<file path="config.mk">
export PLATFORM = sky130hd
export DESIGN_NAME = ecc_ctl_regs
export DESIGN_NICKNAME = d
export VERILOG_FILES = /design/src/rtl/ecc_ctl_pkg.sv /design/src/rtl/ecc_ctl_decode.sv /design/src/rtl/ecc_ctl_fault.sv /design/src/rtl/ecc_ctl_diag.sv /design/src/rtl/ecc_ctl_regs.sv
export SDC_FILE = /design/constraint.sdc
export NUM_CORES = 1
export LEC_CHECK = 0
export CAP_MARGIN = 20
export CORE_AREA = 2 2 158 160
export DETAILED_ROUTE_END_ITERATION = 8
export DIE_AREA = 0 0 160 162
export PLACE_DENSITY = 0.93
export SLEW_MARGIN = 25
export SYNTH_ARGS = -nofsm -noshare
export SYNTH_HDL_FRONTEND = slang
export SYNTH_HIERARCHICAL = 1
export SYNTH_SLANG_ARGS = --single-unit
</file>
<file path="constraint.sdc">
create_clock -name clk_i -period 3.55 [get_ports clk_i]
set_input_delay 0.355 -clock clk_i [delete_from_list [all_inputs] [get_ports clk_i]]
set_output_delay 0.355 -clock clk_i [all_outputs]
set_load 0.02 [all_outputs]
</file>
<file path="src/rtl/ecc_ctl_pkg.sv">
package ecc_ctl_pkg;
  parameter int unsigned DW      = 32;
  parameter int unsigned DIAG_BW = 8;
  parameter int unsigned NREG    = 9;

  // Word index order is decoded by software; keep it fixed.
  localparam int unsigned IDX_EN   = 0;
  localparam int unsigned IDX_DLY  = 1;
  localparam int unsigned IDX_FST  = 2;
  localparam int unsigned IDX_VID  = 3;
  localparam int unsigned IDX_FA0  = 4;
  localparam int unsigned IDX_FA1  = 5;
  localparam int unsigned IDX_DIAG = 6;
  localparam int unsigned IDX_EV0  = 7;
  localparam int unsigned IDX_EV1  = 8;

  localparam logic [DW-1:0] EN_WMASK_BASE = 32'h0000_0103;
  localparam logic [DW-1:0] EN_WMASK_EXT  = 32'h0000_0BFF;
  localparam logic [DW-1:0] EN_KEEP_BASE  = 32'h0000_0100;
  localparam logic [DW-1:0] EN_KEEP_EXT   = 32'hFF00_0BFC;
  localparam logic [DW-1:0] DLY_WMASK     = 32'h7FFF_FFFF;
  localparam logic [DW-1:0] DLY_RST       = 32'h0000_0020;
  localparam logic [DW-1:0] FA0_RST       = 32'h07C0_0000;

  localparam int unsigned EN_IRQ_BIT = 1;
  localparam int unsigned FST_CE_BIT = 0;

  function automatic logic [DW-1:0] en_wr_value(input logic [DW-1:0] variant,
                                                input logic [DW-1:0] wdata);
    if (variant == '0) return wdata & EN_WMASK_BASE;
    return variant | (wdata & EN_WMASK_EXT);
  endfunction

  function automatic logic [DW-1:0] en_keep_mask(input logic [DW-1:0] variant);
    return (variant == '0) ? EN_KEEP_BASE : EN_KEEP_EXT;
  endfunction
endpackage

</file>
<file path="src/rtl/ecc_ctl_decode.sv">
module ecc_ctl_decode
  import ecc_ctl_pkg::*;
#(
  parameter int unsigned AW = 6
) (
  input  logic            req_i,
  input  logic            we_i,
  input  logic [AW-1:0]   addr_i,
  output logic [NREG-1:0] wr_sel_o,
  output logic [NREG-1:0] rd_sel_o
);
  localparam int unsigned IW = AW - 2;

  logic [IW-1:0] idx;
  logic          unused_byte_lane;

  assign idx              = addr_i[AW-1:2];
  assign unused_byte_lane = ^addr_i[1:0];

  for (genvar g = 0; g < NREG; g++) begin : g_sel
    localparam logic [IW-1:0] SEL_IDX = IW'(g);
    assign wr_sel_o[g] = req_i &  we_i & (idx == SEL_IDX);
    assign rd_sel_o[g] = req_i & ~we_i & (idx == SEL_IDX);
  end
endmodule

</file>
<file path="src/rtl/ecc_ctl_fault.sv">
module ecc_ctl_fault
  import ecc_ctl_pkg::*;
(
  input  logic          clk_i,
  input  logic          rst_ni,
  input  logic          soft_rst_i,
  input  logic          fst_wr_i,
  input  logic [DW-1:0] wdata_i,
  input  logic          irq_en_i,
  input  logic          cap_valid_i,
  input  logic [DW-1:0] cap_status_i,
  input  logic [DW-1:0] cap_addr0_i,
  input  logic [DW-1:0] cap_addr1_i,
  output logic [DW-1:0] fst_o,
  output logic [DW-1:0] fa0_o,
  output logic [DW-1:0] fa1_o,
  output logic          irq_o
);
  logic [DW-1:0] fst_q, fa0_q, fa1_q;
  logic          irq_q;
  logic          ce_hit;

  assign ce_hit = irq_en_i & cap_status_i[FST_CE_BIT];

  always_ff @(posedge clk_i or negedge rst_ni) begin
    if (!rst_ni) begin
      fst_q <= '0;
      fa0_q <= FA0_RST;
      fa1_q <= '0;
      irq_q <= 1'b0;
    end else if (soft_rst_i) begin
      fst_q <= '0;
      fa0_q <= FA0_RST;
      fa1_q <= '0;
      irq_q <= 1'b0;
    end else if (cap_valid_i) begin
      // capture outranks a same-cycle status write so no fault is lost
      fst_q <= cap_status_i;
      fa0_q <= cap_addr0_i;
      fa1_q <= cap_addr1_i;
      irq_q <= irq_q | ce_hit;
    end else if (fst_wr_i) begin
      fst_q <= wdata_i;
      irq_q <= 1'b0;
    end
  end

  assign fst_o = fst_q;
  assign fa0_o = fa0_q;
  assign fa1_o = fa1_q;
  assign irq_o = irq_q;
endmodule

</file>
<file path="src/rtl/ecc_ctl_diag.sv">
module ecc_ctl_diag #(
  parameter bit          PRESENT = 1'b1,
  parameter int unsigned DAW     = 2,
  parameter int unsigned BW      = 8
) (
  input  logic           clk_i,
  input  logic           rst_ni,
  input  logic           soft_rst_i,
  input  logic           req_i,
  input  logic           we_i,
  input  logic [DAW-1:0] addr_i,
  input  logic [BW-1:0]  wdata_i,
  output logic [BW-1:0]  rdata_o
);
  localparam int unsigned NB = 1 << DAW;

  if (PRESENT) begin : g_win
    logic [BW-1:0] mem_q [NB];

    always_ff @(posedge clk_i or negedge rst_ni) begin
      if (!rst_ni) begin
        for (int i = 0; i < NB; i++) mem_q[i] <= '0;
      end else if (soft_rst_i) begin
        for (int i = 0; i < NB; i++) mem_q[i] <= '0;
      end else if (req_i && we_i) begin
        mem_q[addr_i] <= wdata_i;
      end
    end

    assign rdata_o = (req_i && !we_i) ? mem_q[addr_i] : '0;
  end else begin : g_none
    logic unused_diag;
    assign unused_diag = ^{clk_i, rst_ni, soft_rst_i, req_i, we_i, addr_i, wdata_i};
    assign rdata_o     = '0;
  end
endmodule

</file>
<file path="src/rtl/ecc_ctl_regs.sv">
module ecc_ctl_regs
  import ecc_ctl_pkg::*;
#(
  parameter logic [31:0] VARIANT = 32'h0000_0000,
  parameter int unsigned AW      = 6,
  parameter int unsigned DAW     = 2
) (
  input  logic               clk_i,
  input  logic               rst_ni,
  input  logic               soft_rst_i,
  input  logic               req_i,
  input  logic               we_i,
  input  logic [AW-1:0]      addr_i,
  input  logic [DW-1:0]      wdata_i,
  output logic [DW-1:0]      rdata_o,
  input  logic               diag_req_i,
  input  logic               diag_we_i,
  input  logic [DAW-1:0]     diag_addr_i,
  input  logic [DIAG_BW-1:0] diag_wdata_i,
  output logic [DIAG_BW-1:0] diag_rdata_o,
  input  logic               cap_valid_i,
  input  logic [DW-1:0]      cap_status_i,
  input  logic [DW-1:0]      cap_addr0_i,
  input  logic [DW-1:0]      cap_addr1_i,
  output logic               irq_o
);
  localparam logic [DW-1:0] EN_KEEP      = en_keep_mask(VARIANT);
  localparam bit            DIAG_PRESENT = (VARIANT == '0);

  logic [NREG-1:0] wr_sel, rd_sel;
  logic [DW-1:0]   en_q, dly_q, vid_q, dr_q, ev0_q, ev1_q;
  logic [DW-1:0]   fst, fa0, fa1;
  logic [DW-1:0]   rd_val [NREG];

  ecc_ctl_decode #(.AW(AW)) u_decode (
    .req_i   (req_i),
    .we_i    (we_i),
    .addr_i  (addr_i),
    .wr_sel_o(wr_sel),
    .rd_sel_o(rd_sel)
  );

  always_ff @(posedge clk_i or negedge rst_ni) begin
    if (!rst_ni) begin
      en_q  <= VARIANT;
      dly_q <= DLY_RST;
      vid_q <= '0;
      dr_q  <= '0;
      ev0_q <= '0;
      ev1_q <= '0;
    end else if (soft_rst_i) begin
      en_q  <= en_q & EN_KEEP;
      dly_q <= DLY_RST;
      vid_q <= '0;
      dr_q  <= '0;
      ev0_q <= '0;
      ev1_q <= '0;
    end else begin
      if (wr_sel[IDX_EN])   en_q  <= en_wr_value(VARIANT, wdata_i);
      if (wr_sel[IDX_DLY])  dly_q <= wdata_i & DLY_WMASK;
      if (wr_sel[IDX_VID])  vid_q <= wdata_i;
      if (wr_sel[IDX_DIAG]) dr_q  <= wdata_i;
      if (wr_sel[IDX_EV0])  ev0_q <= wdata_i;
      if (wr_sel[IDX_EV1])  ev1_q <= wdata_i;
    end
  end

  ecc_ctl_fault u_fault (
    .clk_i       (clk_i),
    .rst_ni      (rst_ni),
    .soft_rst_i  (soft_rst_i),
    .fst_wr_i    (wr_sel[IDX_FST]),
    .wdata_i     (wdata_i),
    .irq_en_i    (en_q[EN_IRQ_BIT]),
    .cap_valid_i (cap_valid_i),
    .cap_status_i(cap_status_i),
    .cap_addr0_i (cap_addr0_i),
    .cap_addr1_i (cap_addr1_i),
    .fst_o       (fst),
    .fa0_o       (fa0),
    .fa1_o       (fa1),
    .irq_o       (irq_o)
  );

  ecc_ctl_diag #(.PRESENT(DIAG_PRESENT), .DAW(DAW), .BW(DIAG_BW)) u_diag (
    .clk_i     (clk_i),
    .rst_ni    (rst_ni),
    .soft_rst_i(soft_rst_i),
    .req_i     (diag_req_i),
    .we_i      (diag_we_i),
    .addr_i    (diag_addr_i),
    .wdata_i   (diag_wdata_i),
    .rdata_o   (diag_rdata_o)
  );

  assign rd_val[IDX_EN]   = en_q;
  assign rd_val[IDX_DLY]  = dly_q;
  assign rd_val[IDX_FST]  = fst;
  assign rd_val[IDX_VID]  = vid_q;
  assign rd_val[IDX_FA0]  = fa0;
  assign rd_val[IDX_FA1]  = fa1;
  assign rd_val[IDX_DIAG] = dr_q;
  assign rd_val[IDX_EV0]  = ev0_q;
  assign rd_val[IDX_EV1]  = ev1_q;

  always_comb begin
    rdata_o = '0;
    for (int i = 0; i < NREG; i++) begin
      if (rd_sel[i]) rdata_o = rdata_o | rd_val[i];
    end
  end
endmodule

</file>
==> flow_summary.ini, run 1 <==
[worst_setup_path]
criticalPathCategory = primary input to output port
path_max_fanout = 18
r2r_slack_ns = 2.49
cp_common_cell = clkdlybuf4s50_1
cp.required_ns = 3.19
reg2reg_from = u_fault/fst_o[11]
max_stage_delay_ns = 0.68
end_kind = output port
crit_start = we_i
critPathSlowestCell = or4b_4
crit_arrival_ns = 3.09
path_cells = clkdlybuf4s50_1 > or4b_4 > nor2_4 > buf_4 > a22o_1 > a221oi_1 > nand3_1 > clkdlybuf4s50_1
worstSetupStartpointType = primary input
r2r_cells = 3
cp-endpoint = rdata_o[8]
rr_endpoint = u_fault/fst_o[11]

[cells_and_area]
layout.cells.non_filler = 1747
syn2layout_area_growth_pct = 23.9
nets = 1549
layout_commonest_cell = mux2i_1
layout-drive-gt1-share_pct = 11.3
fin_util_pct = 73.2
layout_common_cells = mux2i_1, dfrtp_1, nor2_1

[placement]
numPortBuffers = 190
hpwlAfterDp_mm = 24.1
place.gp.congestion = 0.787
dp.cells = 1686

[cts]
worstSkewPairLatency_ns = 0.55
cts_max_level = 1
cts.path.max_buffers = 3
cts_tree = built
cts_setup_buffers = 0
clock-root-buffer = clkbuf_16
clkTransAtPathRegs_ns = 0.06
cts_buffers = 31
cts.sink_count = 291

[outcome]
status = finished clean

[synth]
syn_area_um2 = 14200
synth_fp_nets = 1384
synthCells = 1232
yosysWarnings = 6
syn_area_per_cell_um2 = 11.6

[timing]
finalSetupViolCount = 0
rsz0062_at_grt = no
drv_slew = 0
worstMarginPinSlew_ns = 0.858
timing.final.crit_share_pct = 97.0
period_needed_ns = 3.44
fin_setup_tns_ns = 0
max_freq_mhz = 291
fin_worst_skew_ns = 0.00840
slew_headroom_pct = 42.8
whs_ns = 0.321
final_hold_viol_count = 0

[floorplan]
fp.dieH_um = 162
start_util_pct = 59.0
rows = 57
core_um2 = 24100
dieArea_um2 = 25900
ioPinCount = 193
die_w_um = 160

[pwr]
powerDensity_nw_per_um2 = 435
vdd_drop_max_uv = 317
power_leakage_nw = 7.69

[global_route]
antenna_found_initial = 3
grt_pass1_wl_mm = 62.9
grt_pass1_vias = 11400
groute.usage.overall_pct = 30.6
grt_max_degree = 138
gr-total-overflow = 0

[drt]
drt_iter0_drc = 1050
drcViolationCount = 0
wl_per_cell_um = 22.9
final_antenna_net_count = 0
wirelength_mm = 39.9
via_count = 10800
drtPass1Iterations = 6
viasPerCell = 6.16

[job]
cap_violations = 0

[min_path]
hold_class = primary input to async pin
[what timing repair did]
item	CTS	global route
hold endpoints to repair	119	0
endpoints found under the setup margin	0	0
hold buffers	1	0
resized for setup	0	0
[stage by stage]
| stage | power, mW | cell area [um2] | setup WS (ns) |
|---|---|---|---|
| 2_1_floorplan | 3.82 | 14200 | 1.53 |
| 3_3_place_gp | 4.16 | 16500 | 0.193 |
| 3_5_place_dp | 4.18 | 16500 | 0.175 |
| 4_1_cts | 7.70 | 17600 | 0.143 |
| 5_1_grt | 7.88 | 17600 | 0.0272 |
| 6_report | 7.67 | 17600 | 0.108 |
[registers in the layout, indices dropped and copies added, names as in the netlist, 32 cells and up]
register and flops:
vid_q 32, u_fault/fst_o 32, u_diag/g_win.mem_q 32, ev0_q 32
u_fault/fa1_o 32, dr_q 32, u_fault/fa0_o 32, ev1_q 32
[worst min path at each step]
stage | to | slack, ns | from
final | u_fault/fa1_o[6] | 0.32 | rst_ni
after global routing | u_fault/fst_o[6] | 0.35 | rst_ni
after CTS | u_fault/fa0_o[24] | 0.39 | cap_addr0_i[24]
after detailed placement | en_q[8] | 0.50 | en_q[8]
after global placement | en_q[8] | 0.49 | en_q[8]
after floorplan | dly_q[0] | 0.06 | rst_ni
[layer usage]
layer	up-vias	GRT usage, %	share of wire [%]
met5	-	0	0.030
met4	2	13.0	3.6
met3	126	4.78	7.6
met2	556	51.0	49
met1	5356	40.4	40
li1	4720	-	-
[cell type report]
type,instances,area (um2)
Antenna cell,2,5.00
Clock buffer,42,917
Clock inverter,15,218
Fill cell,1550,6470
Inverter,1,3.75
Multi-Input combinational cell,839,6340
Sequential cell,291,7290
Tap cell,324,405
Timing Repair Buffer,233,2460
[worst max-delay path, delay by kind of cell]
kind                   cells  cell delay [ns]
AND/OR/NAND/NOR            3             0.96
AO/OA/AOI/OAI              2             0.28
buffers and inverters      3             1.49
[power by group]
group / internal, mW / leakage [nW] / switching [mW] / total, mW
Sequential: 3.40 / 3.97 / 0.0541 / 3.46
Combinational: 0.327 / 3.17 / 0.354 / 0.681
Clock: 2.17 / 0.551 / 1.36 / 3.53
Note: power is estimated with default switching activity, not from simulation.
==> run 2, diff against run 1 <==
HOLD_SLACK_MARGIN = 0.12   (was unset)
==> results of run 2 <==
No change in the layout: final DEF, timing and power equal those of run 1.
==> run 3, diff against run 2 <==
GPL_TIMING_DRIVEN = 1   (was unset)
MAX_ROUTING_LAYER = met4   (was unset)
SETUP_SLACK_MARGIN = 0.02   (was unset)
==> flow_summary.ini, run 3 (synthesis results as in run 1) <==
[outcome]
status = finished clean

[placement]
place.gp.congestion = 0.798
placed_area_um2 = 16500
hpwlAfterDp_mm = 24.1
dp.cells = 1686
numPortBuffers = 190
dpl_worst_slack_ns = 0.175

[drt]
drtPass1Iterations = 5
final_antenna_net_count = 0
wirelength_mm = 40.0
drt_iter0_drc = 999
via_count = 10900
wl_per_cell_um = 22.9
drcViolationCount = 0
viasPerCell = 6.22

[cts]
cts_buffers = 31
worstSkewPairLatency_ns = 0.55
cts_tree = built
clock-root-buffer = clkbuf_16
ctsResizeCount = 0
cts.path.max_buffers = 3
cts.sink_count = 291
clkTransAtPathRegs_ns = 0.06
cts_setup_buffers = 0
cts_max_level = 1
ctsHoldBuffers = 1

[global_route]
groute.usage.overall_pct = 31.6
grt_pass1_vias = 11400
grt_pass1_wl_mm = 62.9
antenna_found_initial = 3
gr-total-overflow = 0
grt_max_degree = 138

[worst_setup_path]
rr_endpoint = u_fault/fst_o[11]
criticalPathCategory = primary input to output port
cp.required_ns = 3.19
r2r_cells = 3
end_kind = output port
reg2reg_from = u_fault/fst_o[11]
crit_arrival_ns = 3.09
r2r_slack_ns = 2.50
path_max_fanout = 18
worstSetupStartpointType = primary input

[timing]
slew_headroom_pct = 42.4
worstMarginPinSlew_ns = 0.863
max_freq_mhz = 290
finalSetupViolCount = 0
timing.final.crit_share_pct = 97.1
rsz0062_at_grt = no
fin_worst_skew_ns = 0.00358
period_needed_ns = 3.45
drv_slew = 0
final_hold_viol_count = 0
finalWorstSetupSlack_ns = 0.101
fin_setup_tns_ns = 0
whs_ns = 0.320

[cells_and_area]
fin_area_um2 = 17600
fillers = 1549
fin_util_pct = 73.2
layout_common_cells = mux2i_1, dfrtp_1, nor2_1
nets = 1549
seq_area_um2 = 7290
layout.cells.non_filler = 1748
multiInputGateArea_um2 = 6340
layout-drive-gt1-share_pct = 11.3
layout_commonest_cell = mux2i_1
syn2layout_area_growth_pct = 23.9

[pwr]
power_leakage_nw = 7.69
finalPower_mw = 7.68
vdd_drop_max_uv = 315
powerDensity_nw_per_um2 = 435

[job]
cap_violations = 0

[floorplan]
die_w_um = 160
start_util_pct = 59.0
fp.dieH_um = 162
dieArea_um2 = 25900
core_um2 = 24100
rows = 57
ioPinCount = 193

[min_path]
hold_class = primary input to async pin
run 3: final cells by class:
cell class,instances,area share [%]
Tap cell,324,2.30
Antenna cell,3,0.0426
Clock buffer,42,5.20
Timing Repair Buffer,233,13.9
Clock inverter,15,1.23
Multi-Input combinational cell,839,35.9
Sequential cell,291,41.3
Inverter,1,0.0213
run 3: how the worst max path moves through the flow:
stage                     startpoint           to
after floorplan            addr_i[4]  rdata_o[29]
after global placement          we_i   rdata_o[8]
after detailed placement        we_i   rdata_o[8]
after CTS                       we_i   rdata_o[8]
after global routing            we_i   rdata_o[8]
final                           we_i   rdata_o[8]
run 3: worst max-delay path, stage by stage:
cell and delay, ns:
clkdlybuf4s50_1 0.55, or4b_4 0.68, nor2_4 0.14, buf_4 0.32, a22o_1 0.21, a221oi_1 0.07, nand3_1 0.14, clkdlybuf4s50_1 0.62
run 3: per-layer routing:
layer,GRT usage [%],vias to the layer above,wire [um]
met5,-,-,0
met4,12.8,0,1520
met3,4.78,129,2950
met2,51.2,560,19500
met1,40.4,5458,16000
li1,-,4721,-
run 3: power by group:
group	internal, mW	switching, mW	leakage, nW
combinational	0.327	0.355	3.17
clock	2.17	1.37	0.551
sequential	3.40	0.0540	3.97
